`config.mk`:
```
export PLATFORM = sky130hd
export DESIGN_NAME = edf_link_sched
export DESIGN_NICKNAME = d
export VERILOG_FILES = /design/src/rtl/edf_link_sched.sv
export SDC_FILE = /design/constraint.sdc
export NUM_CORES = 1
export LEC_CHECK = 0
export BUFFER_PORTS_ARGS = -buffer_cell sky130_fd_sc_hd__buf_2
export CAP_MARGIN = 25
export CORE_MARGIN = 10
export CORE_UTILIZATION = 52
export CTS_BUF_LIST = sky130_fd_sc_hd__clkbuf_8
export CTS_CLUSTER_SIZE = 24
export DETAILED_ROUTE_END_ITERATION = 7
export PLACE_DENSITY_LB_ADDON = 0.15
export SLEW_MARGIN = 20
export SYNTH_ARGS = -nofsm -noshare
export SYNTH_HDL_FRONTEND = slang
export SYNTH_SLANG_ARGS = --single-unit
```
`constraint.sdc`:
```
create_clock -name clk -period 12.7 [get_ports clk]
set_input_delay 0.635 -clock clk [delete_from_list [all_inputs] [get_ports clk]]
set_output_delay 0.635 -clock clk [all_outputs]
set_load 0.005 [all_outputs]
```
`src/rtl/edf_link_sched.sv`:
```
module edf_link_sched #(
  parameter int NCH   = 4,
  parameter int NSLOT = 8,
  parameter int TW    = 8,
  localparam int CW   = (NCH > 1) ? $clog2(NCH) : 1,
  localparam int SW   = (NSLOT > 1) ? $clog2(NSLOT) : 1,
  localparam int NW   = $clog2(NSLOT + 1)
) (
  input  logic           clk,
  input  logic           rst_n,
  input  logic [TW-1:0]  now,
  input  logic           slot_tick,
  input  logic           in_valid,
  output logic           in_ready,
  input  logic [CW-1:0]  in_chan,
  input  logic [TW-1:0]  in_dl,
  input  logic [TW-1:0]  in_elig,
  output logic           out_valid,
  output logic [CW-1:0]  out_chan,
  output logic [TW-1:0]  out_dl,
  output logic [NCH-1:0] chan_empty,
  output logic [NW-1:0]  free_slots
);

  logic [TW-1:0] dl_mem [NSLOT];
  logic [TW-1:0] el_mem [NSLOT];
  logic [SW-1:0] link   [NSLOT];
  logic [SW-1:0] hd [NCH];
  logic [SW-1:0] tl [NCH];
  logic [NW-1:0] cnt [NCH];
  logic [TW-1:0] cand_dl [NCH];
  logic [TW-1:0] cand_el [NCH];
  logic [SW-1:0] fhead;

  logic          pick_v;
  logic [CW-1:0] pick_c;
  logic [TW-1:0] pick_d;
  logic [TW-1:0] ediff, ddiff;

  always_comb begin
    pick_v = 1'b0;
    pick_c = '0;
    pick_d = '0;
    ediff  = '0;
    ddiff  = '0;
    for (int c = 0; c < NCH; c++) begin
      ediff = cand_el[c] - now;
      ddiff = cand_dl[c] - pick_d;
      if (cnt[c] != '0 && (ediff == '0 || ediff[TW-1])) begin
        if (!pick_v || ddiff[TW-1]) begin
          pick_v = 1'b1;
          pick_c = CW'(c);
          pick_d = cand_dl[c];
        end
      end
    end
  end

  wire          enq  = in_valid && in_ready;
  wire          deq  = slot_tick && pick_v;
  wire [SW-1:0] sfree = hd[pick_c];
  wire [SW-1:0] snext = link[sfree];
  wire [SW-1:0] fnext = link[fhead];
  wire          emptying = deq && pick_c == in_chan && cnt[in_chan] == NW'(1);

  assign in_ready = free_slots != '0;

  always_comb
    for (int c = 0; c < NCH; c++) chan_empty[c] = cnt[c] == '0;

  always_ff @(posedge clk) begin
    if (!rst_n) begin
      out_valid  <= 1'b0;
      out_chan   <= '0;
      out_dl     <= '0;
      fhead      <= '0;
      free_slots <= NW'(NSLOT);
      for (int i = 0; i < NSLOT; i++) begin
        link[i]   <= SW'((i + 1) % NSLOT);
        dl_mem[i] <= '0;
        el_mem[i] <= '0;
      end
      for (int c = 0; c < NCH; c++) begin
        hd[c]      <= '0;
        tl[c]      <= '0;
        cnt[c]     <= '0;
        cand_dl[c] <= '0;
        cand_el[c] <= '0;
      end
    end else begin
      out_valid  <= deq;
      if (deq) begin
        out_chan <= pick_c;
        out_dl   <= pick_d;
      end
      free_slots <= free_slots - NW'(enq) + NW'(deq);
      for (int c = 0; c < NCH; c++)
        cnt[c] <= cnt[c] + NW'(enq && in_chan == CW'(c)) - NW'(deq && pick_c == CW'(c));

      if (deq && cnt[pick_c] > NW'(1)) begin
        hd[pick_c]      <= snext;
        cand_dl[pick_c] <= dl_mem[snext];
        cand_el[pick_c] <= el_mem[snext];
      end

      if (enq) begin
        dl_mem[fhead] <= in_dl;
        el_mem[fhead] <= in_elig;
        tl[in_chan]   <= fhead;
        if (cnt[in_chan] == '0 || emptying) begin
          hd[in_chan]      <= fhead;
          cand_dl[in_chan] <= in_dl;
          cand_el[in_chan] <= in_elig;
        end else begin
          link[tl[in_chan]] <= fhead;
        end
      end

      if (deq && enq) begin
        link[sfree] <= fnext;
        fhead       <= sfree;
      end else if (deq) begin
        link[sfree] <= fhead;
        fhead       <= sfree;
      end else if (enq) begin
        fhead <= fnext;
      end
    end
  end

  logic [NW+CW:0] occ_sum;
  always_comb begin
    occ_sum = (NW+CW+1)'(free_slots);
    for (int c = 0; c < NCH; c++) occ_sum = occ_sum + (NW+CW+1)'(cnt[c]);
  end

  p_slot_total_r8: assert property (@(posedge clk) disable iff (!rst_n)
    occ_sum == (NW+CW+1)'(NSLOT));

  p_refuse_full_r7: assert property (@(posedge clk) disable iff (!rst_n)
    free_slots == '0 |-> !in_ready);

  p_tick_only_r9: assert property (@(posedge clk) disable iff (!rst_n)
    !slot_tick |=> !out_valid);

  p_emit_frees_r8: assert property (@(posedge clk) disable iff (!rst_n)
    (deq && !enq) |=> free_slots == $past(free_slots) + NW'(1));

  p_idle_empty_r1: assert property (@(posedge clk) disable iff (!rst_n)
    free_slots == NW'(NSLOT) |-> &chan_empty);

  p_eligible_only_r4: assert property (@(posedge clk) disable iff (!rst_n)
    (slot_tick && &chan_empty) |=> !out_valid);

endmodule

```
==> qor.csv <==
metric;value;unit
outcome;finished clean;
slew_viol_final;0;
grt_start_max_net_pins;63;
rsz0062_at_grt;no;
drt_wl_total;46400;um
drv_cap;0;
hold_path.startpoint;out_dl[7];
end_kind;flip-flop;
gr-usage-all-layers;23.3;%
ios;50;
finClkSkew;0.0286;ns
clock_path_buffers;3;
drt-wirelength-per-cell;22.0;um
synth_top_area_share;42.8;%
drcViolationCount;0;
tightest_slew;0.986;ns
worst_path_max_delay_cell;nor2_2;
synth_area_leaders;edfxtp_1 43%, and2_1 5.6%, ha_1 5.5%;
holdPathEnd;out_dl[7];
initial_core_util;53.1;%
yosys.area.top_type;edfxtp_1;
max_freq;86.9;MHz
finalCriticalPeriod;11.51;ns
htreeDepth;2;
nets;1786;
critPathMaxFanout;24;
fin_tns_setup;0;ns
postCtsSetupBuffers;0;
antenna_cells;0;
viasPerCell;6.12;
worst_setup_hold_path_clk_slew;0.06;ns
setup_viol;0;
path_delay_family;compound AO/OA/AOI/OAI gates;
drive_above_1_share;12.8;%
avgSynthCellArea;10.2;um^2
cts_tree;built;
critical-path-max-stage-delay;0.73;ns
min_path_cells;1;
synth-edff-count;240;
crit_type;reg -> reg;
gp_congestion;0.897;
timing.slew.headroom;33.9;%
r2r-start;cand_el[0][0];
start_kind;flip-flop;
yosys_warnings;0;
cts_root_buffer;clkbuf_8;
coreArea;31700;um^2
netlist_area;16800;um^2
hold_buffers;0;
num_rows;65;
finalHoldViolations;0;
synthCells;1649;
synth_cell_types;88;
required;13.10;ns
die_area;40000;um^2
cts_resized;0;
synth_most_common_cell;edfxtp_1;
cts_buffers;47;
antenna_found_initial;0;
ys_ff_latch;277;
grt_overflow;0;
grt_pass1_vias;12400;
path_buf_inv;3;
chipWidth;200;um
cpMostUsedCell;o21ai_0;
timing.rr.end;cand_dl[2][0];
insertion_delay;0.58;ns
drt_first_pass_iters;8;
clock-sinks;277;
port_buffers;49;
worstRegToRegCells;43;
die_y;200;um
async_flop_share;0;%
vias;12900;
dp_hpwl;33600;um
dr.first_iter.drc_count;1295;
hp-class;reg -> reg;
fin_crit_sh;90.6;%
synth.net_count;1762;
arrival;11.91;ns
synth_ff_type;edfxtp_1;
reg2reg_slack;1.19;ns
antenna_left;0;
grt_pass1_wl;72700;um
yosysSeqAreaShare;47.2;%
yosys-top-cells-count;240 x edfxtp_1, 178 x nand2_1, 150 x and2_1;
areaGrowthSynthToFinish;8.34;%
==> worst max path at each step <==
stage | startpoint | end | slack [ns] | cells after the start
finish | cand_el[0][0] | cand_dl[2][0] | 1.19 | 43
global route | cand_el[0][0] | cand_dl[2][1] | 0.14 | 43
CTS | cand_el[0][0] | cand_dl[2][1] | 1.22 | 43
detailed placement | now[0] | cand_dl[2][1] | 0.84 | 43
global placement | now[0] | cand_dl[2][1] | 1.10 | 41
floorplan | now[0] | cand_dl[0][0] | 2.30 | 47
==> cell type report <==
type | count | area, um^2
Timing Repair Buffer | 81 | 489
Fill cell | 2773 | 13500
Clock buffer | 52 | 716
Inverter | 83 | 312
Clock inverter | 32 | 139
Tap cell | 402 | 503
Sequential cell | 277 | 7950
Multi-Input combinational cell | 1183 | 8140
==> flip-flops by register name (all words and copies together) (netlist names), named ones only <==
name	flops
el_mem	64
link	24
hd	12
out_valid	1
out_chan	2
dl_mem	64
fhead	3
cnt	16
cand_el	32
tl	12
out_dl	8
free_slots	4
cand_dl	32
==> stage by stage <==
| step | utilization, % | cells | hold WS (ns) | setup slack [ns] | area, um^2 |
|---|---|---|---|---|---|
| final | 57.5 | 2110 | 0.500 | 1.19 | 18200 |
| after global routing | 57.5 | 2110 | 0.526 | 0.135 | 18200 |
| after CTS | 57.5 | 2109 | 0.502 | 1.22 | 18200 |
| after detailed placement | 54.8 | 2025 | 0.495 | 0.836 | 17400 |
| after global placement | 54.7 | 2023 | 0.481 | 1.10 | 17400 |
| after floorplan | - | 1649 | 0.495 | 2.30 | 16800 |
==> logic make-up (layout without fill, tap and decap cells) <==
group                    after synthesis  in the layout  synth area share [%]
AO/OA/AOI/OAI                        308            308                  12.6
XOR/XNOR                              35             35                  1.82
adder cells (fa/ha/maj)               83             83                  6.57
buffers and inverters                189            248                  4.69
flip-flops                           277            277                  47.2
multiplexers                          65             65                  5.65
AND/OR/NAND/NOR                      692            692                  21.5
==> metal layers <==
layer / wire [um] / part of all wire, % / global-route usage (%) / vias to the layer above
li1: - / - / - / 6080
met1: 21000 / 45 / 34.4 / 6176
met2: 20200 / 44 / 34.3 / 583
met3: 4160 / 9.0 / 4.07 / 72
met4: 990 / 2.1 / 6.59 / 0
met5: 0 / 0 / 0 / -
==> layout by cell type (no fill, tap or decap), drive strengths merged, types with 37 or more instances in the layout <==
| cell type | Yosys | layout |
|---|---|---|
| and2 | 151 | 151 |
| buf | 36 | 81 |
| clkbuf | 70 | 52 |
| dfxtp | 37 | 37 |
| edfxtp | 240 | 240 |
| ha | 74 | 74 |
| inv | 82 | 97 |
| mux2i | 37 | 37 |
| nand2 | 180 | 180 |
| nand3 | 139 | 139 |
| nor2 | 69 | 69 |
| o21ai | 106 | 106 |
Power is left out: the tool's default activity adds up to more than one toggle a clock period on the data nets, which glitch-free logic cannot reach.
